`src/rtl/aud_irq_pkg.sv`:
```
package aud_irq_pkg;
  localparam int unsigned REG_W     = 16;
  localparam int unsigned ADDR_W    = 2;
  localparam int unsigned IEN_W     = 11;  // enable covers status[10:0]
  localparam int unsigned STICKY_LO = 3;
  localparam int unsigned STICKY_HI = 11;
  localparam int unsigned STICKY_N  = STICKY_HI - STICKY_LO + 1;
  localparam logic [ADDR_W-1:0] A_IEN  = 2'd0;
  localparam logic [ADDR_W-1:0] A_STAT = 2'd1;
  localparam logic [ADDR_W-1:0] A_CLR  = 2'd2;
endpackage

```
`src/rtl/aud_irq_flags.sv`:
```
module aud_irq_flags #(
  parameter int unsigned N = 9
) (
  input  logic         clk_i,
  input  logic         rst_ni,
  input  logic [N-1:0] evt_i,
  input  logic [N-1:0] clr_i,
  output logic [N-1:0] flag_o
);
  logic [N-1:0] flag_q;

  for (genvar g = 0; g < N; g++) begin : g_flag
    always_ff @(posedge clk_i or negedge rst_ni) begin
      if (!rst_ni) flag_q[g] <= 1'b0;
      else         flag_q[g] <= evt_i[g] | (flag_q[g] & ~clr_i[g]);  // event wins
    end

    a_r4_event_sets: assert property (@(posedge clk_i) disable iff (!rst_ni)
      evt_i[g] |=> flag_q[g]);
    a_r2_sticky_hold: assert property (@(posedge clk_i) disable iff (!rst_ni)
      (flag_q[g] && !clr_i[g]) |=> flag_q[g]);
    a_r3_clear_drops: assert property (@(posedge clk_i) disable iff (!rst_ni)
      (clr_i[g] && !evt_i[g]) |=> !flag_q[g]);
  end

  assign flag_o = flag_q;
endmodule

```
`src/rtl/aud_irq_ctrl.sv`:
```
module aud_irq_ctrl
  import aud_irq_pkg::*;
(
  input  logic                clk_i,
  input  logic                rst_ni,
  input  logic [ADDR_W-1:0]   reg_addr_i,
  input  logic                reg_wr_i,
  input  logic [REG_W-1:0]    reg_wdata_i,
  input  logic [REG_W-1:0]    stat_i,
  output logic [IEN_W-1:0]    en_o,
  output logic [STICKY_N-1:0] clr_o,
  output logic [REG_W-1:0]    rdata_o
);
  logic [IEN_W-1:0] en_q;
  logic             unused_wbits;

  assign unused_wbits = ^reg_wdata_i[REG_W-1:STICKY_HI+1];

  always_ff @(posedge clk_i or negedge rst_ni) begin
    if (!rst_ni)                              en_q <= '0;
    else if (reg_wr_i && reg_addr_i == A_IEN) en_q <= reg_wdata_i[IEN_W-1:0];
  end

  // clear strobe lasts only the write cycle
  assign clr_o = (reg_wr_i && reg_addr_i == A_CLR) ?
                 reg_wdata_i[STICKY_HI:STICKY_LO] : '0;

  always_comb begin
    unique case (reg_addr_i)
      A_IEN:   rdata_o = {{(REG_W-IEN_W){1'b0}}, en_q};
      A_STAT:  rdata_o = stat_i;
      default: rdata_o = '0;
    endcase
  end

  assign en_o = en_q;

  a_r6_en_write: assert property (@(posedge clk_i) disable iff (!rst_ni)
    (reg_wr_i && reg_addr_i == A_IEN) |=> (en_q == $past(reg_wdata_i[IEN_W-1:0])));
  a_r6_en_keep: assert property (@(posedge clk_i) disable iff (!rst_ni)
    !(reg_wr_i && reg_addr_i == A_IEN) |=> $stable(en_q));
endmodule

```
`src/rtl/aud_irq_stat.sv`:
```
module aud_irq_stat
  import aud_irq_pkg::*;
(
  input  logic                clk_i,
  input  logic                rst_ni,
  input  logic [STICKY_N-1:0] evt_i,
  input  logic                rx_avail_i,
  input  logic                tx_space_i,
  input  logic                dup_avail_i,
  input  logic                tx_done_i,
  input  logic [1:0]          rx_pack_lvl_i,
  input  logic                rx_word_i,
  input  logic [ADDR_W-1:0]   reg_addr_i,
  input  logic                reg_wr_i,
  input  logic [REG_W-1:0]    reg_wdata_i,
  output logic [REG_W-1:0]    reg_rdata_o,
  output logic                irq_o
);
  logic [STICKY_N-1:0] flag;
  logic [STICKY_N-1:0] clr;
  logic [IEN_W-1:0]    en;
  logic [REG_W-1:0]    stat;

  aud_irq_flags #(.N(STICKY_N)) u_flags (
    .clk_i  (clk_i),
    .rst_ni (rst_ni),
    .evt_i  (evt_i),
    .clr_i  (clr),
    .flag_o (flag)
  );

  // bit positions are fixed: software decodes them
  assign stat = {rx_word_i, rx_pack_lvl_i, tx_done_i, flag,
                 dup_avail_i, tx_space_i, rx_avail_i};

  aud_irq_ctrl u_ctrl (
    .clk_i       (clk_i),
    .rst_ni      (rst_ni),
    .reg_addr_i  (reg_addr_i),
    .reg_wr_i    (reg_wr_i),
    .reg_wdata_i (reg_wdata_i),
    .stat_i      (stat),
    .en_o        (en),
    .clr_o       (clr),
    .rdata_o     (reg_rdata_o)
  );

  assign irq_o = |(stat[IEN_W-1:0] & en);

  a_r8_masked_quiet: assert property (@(posedge clk_i) disable iff (!rst_ni)
    (en == '0) |-> !irq_o);
  a_r9_clr_reads_zero: assert property (@(posedge clk_i) disable iff (!rst_ni)
    (reg_addr_i == A_CLR) |-> (reg_rdata_o == '0));
  a_r5_live_unclearable: assert property (@(posedge clk_i) disable iff (!rst_ni)
    (reg_addr_i == A_STAT) |-> (reg_rdata_o[2:0] == {dup_avail_i, tx_space_i, rx_avail_i}));
endmodule

```
`config.mk`:
```
export PLATFORM = sky130hd
export DESIGN_NAME = aud_irq_stat
export DESIGN_NICKNAME = d
export VERILOG_FILES = /design/src/rtl/aud_irq_pkg.sv /design/src/rtl/aud_irq_flags.sv /design/src/rtl/aud_irq_ctrl.sv /design/src/rtl/aud_irq_stat.sv
export SDC_FILE = /design/constraint.sdc
export NUM_CORES = 1
export LEC_CHECK = 0
export CAP_MARGIN = 10
export CORE_MARGIN = 1.5
export CORE_UTILIZATION = 43
export CTS_BUF_LIST = sky130_fd_sc_hd__clkbuf_4
export DETAILED_ROUTE_END_ITERATION = 8
export PLACE_DENSITY = 0.95
export SYNTH_ARGS = -nofsm -noshare
export SYNTH_HDL_FRONTEND = slang
export SYNTH_SLANG_ARGS = --single-unit
```
`constraint.sdc`:
```
create_clock -name clk_i -period 3 [get_ports clk_i]
set_input_delay 0.6 -clock clk_i [delete_from_list [all_inputs] [get_ports clk_i]]
set_output_delay 0.6 -clock clk_i [all_outputs]
set_load 0.05 [all_outputs]
```
# Word-level counts from Yosys, hierarchy flattened
# Index checks and enable logic that the tools add are counted.
# word_totals
ff_bits,20
input_bits,37
output_inout_bits,17
word_cells,46
# op_classes
n_eq_ne,2
n_mux,2
bitwise,28
reduce_logical,4
# ops
operator,count
$pmux W16 S2,1
$and A11 B11 Y11,1
$reduce_or A11 Y1,1
$and A1 B1 Y1,9
$mux W9,1
$not A1 Y1,9
$or A1 B1 Y1,9
$eq A2 B1 Y1 const B,1
$eq A2 B2 Y1 const B,1
$logic_and A1 B1 Y1,2
$logic_not A2 Y1,1

# Longest topological paths before layout
# Gate-level depths: netlist (run 1).
# logic_depth
word_depth,6
depth_mapped,4
ltp_nobuf,4

# Modules after synthesis
# Synthesis (run 1) repeated with hierarchy kept, for this count alone.
# hier_totals
cells_unflattened,99
area_unflattened_um2,1077.3
# by_module_without_submodules
mod,instances,cells_each,area_per_inst_um2,seq_area_each_um2
aud_irq_ctrl,1,65,691.9,275.3
aud_irq_flags,1,27,326.6,225.2
aud_irq_stat,1,7,58.8,0.0

# Worst setup path before layout (run 1)
# OpenSTA, ideal clock, no wires.
# synth_path
path_kind,input -> output
start,in reg_addr_i[0]
end,out reg_rdata_o[0]
t_arrival_ns,1.539
t_required_ns,2.400
path_slack_ns,0.861
path_stages,3
n_path_buf,1
path_cell_list,buf_4 mux2i_1 nor2_1
# synth_between
elab_chain_len,2
elab_cells_between_ends,3
classes_between,eq/ne: 1; mux: 1; reduce/logical: 1
# synth_lines
item,line,source
start: declaration,aud_irq_stat.sv:13,"input logic [ADDR_W-1:0] reg_addr_i,"
$eq A2 B1 Y1 or $logic_not A2 Y1 (tied branches),aud_irq_ctrl.sv:29,unique case (reg_addr_i)
$pmux W16 S2 (*),aud_irq_ctrl.sv:29,
end: declaration,aud_irq_stat.sv:16,"output logic [REG_W-1:0] reg_rdata_o,"
# Every way passes the cells marked *; elsewhere a longest branch is shown, timed or not.

# Worst setup path after layout (run 1)
# layout_path
start,in reg_addr_i[0]
end,out reg_rdata_o[15]
# The elaborated chain is that of the path after synthesis.

==> out/metrics.csv, run 1 <==
stage,metric,value,unit
timing,finalCritPeriodShare,84.4,%
clock_network,hold_buffers,0,
yosys,syn_area,1020,um^2
global_routing,grt_max_degree,21,
critical_path,startpoint_type,input pin,
floorplan,die_area,2660,um^2
clock_network,numCtsBuffers,3,
routing,dr.pass1.iters,4,
routing,wl_per_cell,15.9,um
pwr,cellLeakagePower,0.729,nW
floorplan,design.portCount,54,
finish,fin_nets,180,
clock_network,cts_tree,built,
routing,drt_iter0_drc,17,
critical_path,crit_required,2.40,ns
critical_path,critPathLaunch,reg_addr_i[0],
global_routing,track_usage,22.8,%
pwr,p_total,0.000835,W
clock_network,post_cts_resized,0,
routing,ant_nets,0,
timing,skew,0,ns
yosys,netlist_instances,90,
critical_path,worstReg2RegStart,u_ctrl.en_o[10],
finish,final_util,79.0,%
floorplan,initial_utilization,45.9,%
pwr,vdd_drop_max,362,uV
placement,dp_hpwl,2040,um
critical_path,worstPathMaxFanout,14,
worst_hold_path,hp-class,reg -> reg,
finish,fillers,144,
global_routing,grt_pass1_wl,4430,um
critical_path,crit_type,in -> out,
finish,drive_gt1_share,25.4,%
clock_network,cts-root-buf,clkbuf_4,
timing,rsz0062_at_grt,false,
floorplan,die_x,51.6,um
yosys,ys_warn_count,0,
routing,vias,912,
yosys,yosysUniqueCellTypes,19,
timing,tns,0,ns
critical_path,worst-path-stages,5,
timing,setup_viol,0,
critical_path,r2r_slack,2.20,ns
clock_network,clkTransAtPathRegs,0.11,ns
critical_path,end_kind,output pin,
job,drv_cap,0,
timing,maxSlewViolCount,0,
global_routing,grt_overflow_total,0,
yosys,ys_ff_latch,20,
global_routing,grt_pass1_vias,978,
clock_network,clk_latency,0.30,ns
timing,worst_pin_slew,0.882,ns
placement,gp_congestion,0.720,
critical_path,crit_path_end,reg_rdata_o[15],
critical_path,cp.arrival,1.93,ns
timing,fmax,395,MHz
critical_path,worst-path-buf-inv,3,
critical_path,reg2reg_to,u_ctrl.en_o[10],
floorplan,core,2210,um^2
clock_network,clock_path_buffers,2,
clock_network,htree_levels,1,
yosys,seq_area_frac_synth,49.3,%
critical_path,path_delay_family,buffers and inverters,
timing,timing.slew.headroom,41.0,%
clock_network,cts_setup_buffers,0,
floorplan,std_cell_rows,17,
finish,synthToLayoutAreaGrowth,71.9,%
pwr,p_per_area,478,nW/um^2
critical_path,reg2reg_depth,1,
routing,routed_wirelength,2710,um
critical_path,critPathSlowestCell,clkdlybuf4s50_1,
timing,fin_crit,2.53,ns
finish,n_antenna_cell,0,
clock_network,cts.sinks,20,
routing,route.detailed.drc,0,
yosys,synth.avg_cell_area,11.3,um^2
floorplan,die_h,51.6,um
critical_path,cp_cell_sequence,clkdlybuf4s50_1 -> buf_4 -> nor2b_1 -> and2_1 -> buf_12,
critical_path,critPathMaxStageDelay,0.45,ns
yosys,synth_fp_nets,127,
run_status,status,"complete, no violations",
timing,hold_viol_final,0,
placement,port_buffers,49,
global_routing,antenna_found_initial,0,
routing,via_per_inst,5.36,
## flip-flops by register name (all words and copies together) (netlist names)
| signal | count |
|---|---|
| u_flags.flag_o | 9 |
| u_ctrl.en_o | 11 |
## cell families (layout without fill, tap and decap cells)
group,count (synthesis),after routing,share of synthesized area (%)
AO/OA/AOI/OAI,14,14,10.8
multiplexers,22,22,23.0
AND/OR/NAND/NOR,30,30,14.2
buffers and inverters,4,56,2.71
flip-flops,20,20,49.3
## per-layer routing
metal	wire length [um]	share of wire, %	vias up	global-route usage (%)
met4	21	0.78	0	8.33
li1	-	-	420	-
met1	1010	37	439	26.1
met5	0	0	-	0
met2	1470	54	49	40.6
met3	199	7.4	4	6.32
## cell usage in the layout, fill, tap and decap left out
cell type and instances:
a21o_1 9, a221oi_1 1, a222oi_1 1, a22o_1 1, a22oi_1 2, and2_1 5
and3_1 1, and3b_1 1, buf_12 16, buf_4 4, bufinv_16 1, clkbuf_4 3
clkdlybuf4s50_1 32, dfrtp_1 20, mux2_2 11, mux2i_1 11, nand2_1 10, nor2_1 11
nor2b_1 1, nor3b_2 1
## area by class of cell
class	count	area [um^2]	area share, %
clock inverters	1	30.0	1.72
multi-input cells	66	488	27.9
repair buffers	52	671	38.4
well taps	28	35.0	2.01
flip-flops and latches	20	500	28.7
clock buffers	3	22.5	1.29
## power breakdown
part           switching [W]  internal, W  total (W)
Combinational       0.000135     0.000154   0.000289
Clock              0.0000839     0.000135   0.000219
Sequential         0.0000255     0.000302   0.000327
## per-stage QoR
step	setup WS [ns]	cells	cell area, um^2	hold slack (ns)
floorplan	0.861	90	1020	0.304
global placement	0.500	166	1690	0.457
detailed placement	0.442	166	1690	0.482
CTS	0.442	170	1750	0.507
global route	0.390	170	1750	0.517
finish	0.468	170	1750	0.501
## Yosys cell counts, drive strengths merged
| cell | number | share of area (%) |
|---|---|---|
| nand2 | 10 | 3.7 |
| dfrtp | 20 | 49 |
| a21o | 9 | 6.6 |
| a222oi | 1 | 0.99 |
| nor3b | 1 | 1.2 |
| a22oi | 2 | 1.5 |
| and2 | 5 | 3.1 |
| a221oi | 1 | 0.86 |
| mux2i | 11 | 11 |
| clkbuf | 1 | 0.37 |
| and3b | 1 | 0.86 |
| and3 | 1 | 0.62 |
| mux2 | 11 | 12 |
| nor2b | 1 | 0.62 |
| a22o | 1 | 0.86 |
| buf | 3 | 2.3 |
| nor2 | 11 | 4.1 |
## worst min-delay path by stage
stage,from,end,slack (ns),cells past startpoint
finish,u_flags.flag_o[8],u_flags.flag_o[8],0.50,1
global route,u_flags.flag_o[8],u_flags.flag_o[8],0.52,1
CTS,u_flags.flag_o[8],u_flags.flag_o[8],0.51,1
detailed placement,u_flags.flag_o[8],u_flags.flag_o[8],0.48,1
global placement,u_flags.flag_o[8],u_flags.flag_o[8],0.46,1
floorplan,rst_ni,u_ctrl.en_o[0],0.30,0
No activity file was read; power rests on OpenSTA's default activity.
==> run 2, diff against run 1 <==
- CORE_UTILIZATION: 43 -> 40
- PLACE_DENSITY: 0.95 -> 0.9
- clock period: 3 -> 2.4 ns (I/O delays scaled with it)
==> out/metrics.csv, run 2 (synthesized netlist as in run 1, its figures left out) <==
stage,metric,value,unit
critical_path,reg2reg_depth,1,
pwr,vdd_drop_max,432,uV
pwr,p_sw_share,31.6,%
global_routing,track_usage,21.0,%
placement,dp_hpwl,2210,um
clock_network,cts_tree,built,
floorplan,initial_utilization,41.8,%
clock_network,cts-root-buf,clkbuf_4,
global_routing,grt_max_degree,21,
floorplan,die_h,53.4,um
timing,rsz0062_at_grt,false,
pwr,cellLeakagePower,0.736,nW
timing,hold_viol_final,0,
timing,setup_viol,0,
finish,final_cell_mix,"32 x clkdlybuf4s50_1, 20 x dfrtp_1, 17 x buf_12",
critical_path,worstPathMaxFanout,8,
global_routing,grt_busiest_layer,met2,
clock_network,hold_buffers,0,
pwr,p_per_area,527,nW/um^2
worst_hold_path,whs_path_depth,1,
finish,n_antenna_cell,0,
clock_network,cts_setup_buffers,0,
global_routing,grt_overflow_total,0,
critical_path,startpoint_type,input pin,
finish,final_common_cell,clkdlybuf4s50_1,
clock_network,numCtsBuffers,3,
finish,fin_nets,183,
floorplan,std_cell_rows,18,
clock_network,htree_levels,1,
critical_path,r2r_slack,1.61,ns
timing,maxSlewViolCount,0,
floorplan,design.portCount,54,
timing,fmax,446,MHz
timing,finalCritPeriodShare,93.5,%
clock_network,clkTransAtPathRegs,0.10,ns
routing,dr.pass1.iters,4,
critical_path,critPathSlowestCell,clkdlybuf4s50_1,
global_routing,use_met2,35.2,%
routing,vias,926,
floorplan,die_area,2850,um^2
critical_path,critPathMaxStageDelay,0.56,ns
worst_hold_path,hp-class,reg -> reg,
floorplan,die_x,53.4,um
global_routing,grt_pass1_wl,4170,um
routing,routed_wirelength,2750,um
critical_path,critPathLaunch,reg_addr_i[1],
critical_path,end_kind,output pin,
critical_path,crit_required,1.92,ns
pwr,comb_power_share,39.3,%
routing,route.detailed.drc,0,
worst_hold_path,holdPathEnd,u_flags.flag_o[8],
placement,gp_congestion,0.737,
timing,timing.slew.headroom,70.5,%
routing,via_per_inst,5.32,
timing,fin_crit,2.24,ns
pwr,clkPwrFrac,16.3,%
global_routing,grt.met1_usage,24.6,%
clock_network,cts.sinks,20,
timing,whs,0.503,ns
worst_hold_path,worstHoldStart,u_flags.flag_o[8],
critical_path,crit_type,in -> out,
placement,port_buffers,49,
finish,largest_register_ffs,11,
floorplan,core,2430,um^2
routing,ant_nets,0,
critical_path,cp.arrival,1.76,ns
pwr,seq_power_share,44.3,%
timing,worst_pin_slew,0.442,ns
timing,tns,0,ns
run_status,status,"complete, no violations",
global_routing,antenna_found_initial,0,
finish,drive_gt1_share,26.4,%
critical_path,worstReg2RegStart,u_ctrl.en_o[3],
finish,synthToLayoutAreaGrowth,72.7,%
timing,skew,0,ns
critical_path,reg2reg_to,u_ctrl.en_o[3],
clock_network,clk_latency,0.29,ns
clock_network,clock_path_buffers,2,
global_routing,grt_pass1_vias,911,
routing,wl_per_cell,15.8,um
routing,drt_iter0_drc,15,
pwr,intPower,0.000632,W
global_routing,use_met3,4.24,%
critical_path,cp_cell_sequence,clkdlybuf4s50_1 -> nor2b_1 -> and2_1 -> buf_12,
job,drv_cap,0,
clock_network,post_cts_resized,0,
pwr,power_switching,0.000292,W
## run 2: changes by cell type in the layout (fill, tap and decap cells not counted), sizes merged
cell / before / now
buf: 20 / 23
bufinv: 1 / 0
## run 2: worst max-delay path by stage
stage	endpoint	slack [ns]	depth (start not counted)
finish	reg_rdata_o[15]	0.16	4
global route	reg_rdata_o[15]	0.05	4
CTS	reg_rdata_o[15]	0.15	4
detailed placement	reg_rdata_o[15]	0.14	4
global placement	reg_rdata_o[6]	0.26	5
floorplan	reg_rdata_o[0]	0.50	3
## run 2: metrics by stage
stage                     total power (W)  worst slack, ns  area (um^2)  util (%)  std cells
after floorplan                  0.000583            0.501         1020         -         90
after global placement           0.000766            0.261         1730      71.2        171
after detailed placement         0.000781            0.136         1730      71.2        171
after CTS                        0.000934            0.147         1750      72.1        174
after global routing             0.000979           0.0541         1750      72.1        174
final                            0.000924            0.156         1750      72.1        174
## run 2: per-layer routing
| layer | up-vias | routed length [um] |
|---|---|---|
| met5 | - | 0 |
| met4 | 0 | 58 |
| met1 | 444 | 1110 |
| met2 | 50 | 1320 |
| li1 | 426 | - |
| met3 | 6 | 260 |
## run 2: power by group through the flow
stage | Combinational (W) | Clock, W | Sequential, W
global placement | 0.000355 | 0 | 0.000411
finish | 0.000363 | 0.000151 | 0.000410
global route | 0.000382 | 0.000180 | 0.000417
CTS | 0.000365 | 0.000160 | 0.000409
floorplan | 0.000177 | 0 | 0.000406
detailed placement | 0.000364 | 0 | 0.000416
## run 2: area by class of cell
type | count | area [um^2]
fill | 152 | 678
clock buffer | 3 | 22.5
sequential | 20 | 500
tap | 30 | 37.5
timing repair buffer | 55 | 706
multi-input combinational | 66 | 488
## run 2: critical path, delay by kind of cell
| kind | cells | cell delay (ns) |
|---|---|---|
| buffers and inverters | 2 | 0.71 |
| AND/OR/NAND/NOR | 2 | 0.56 |
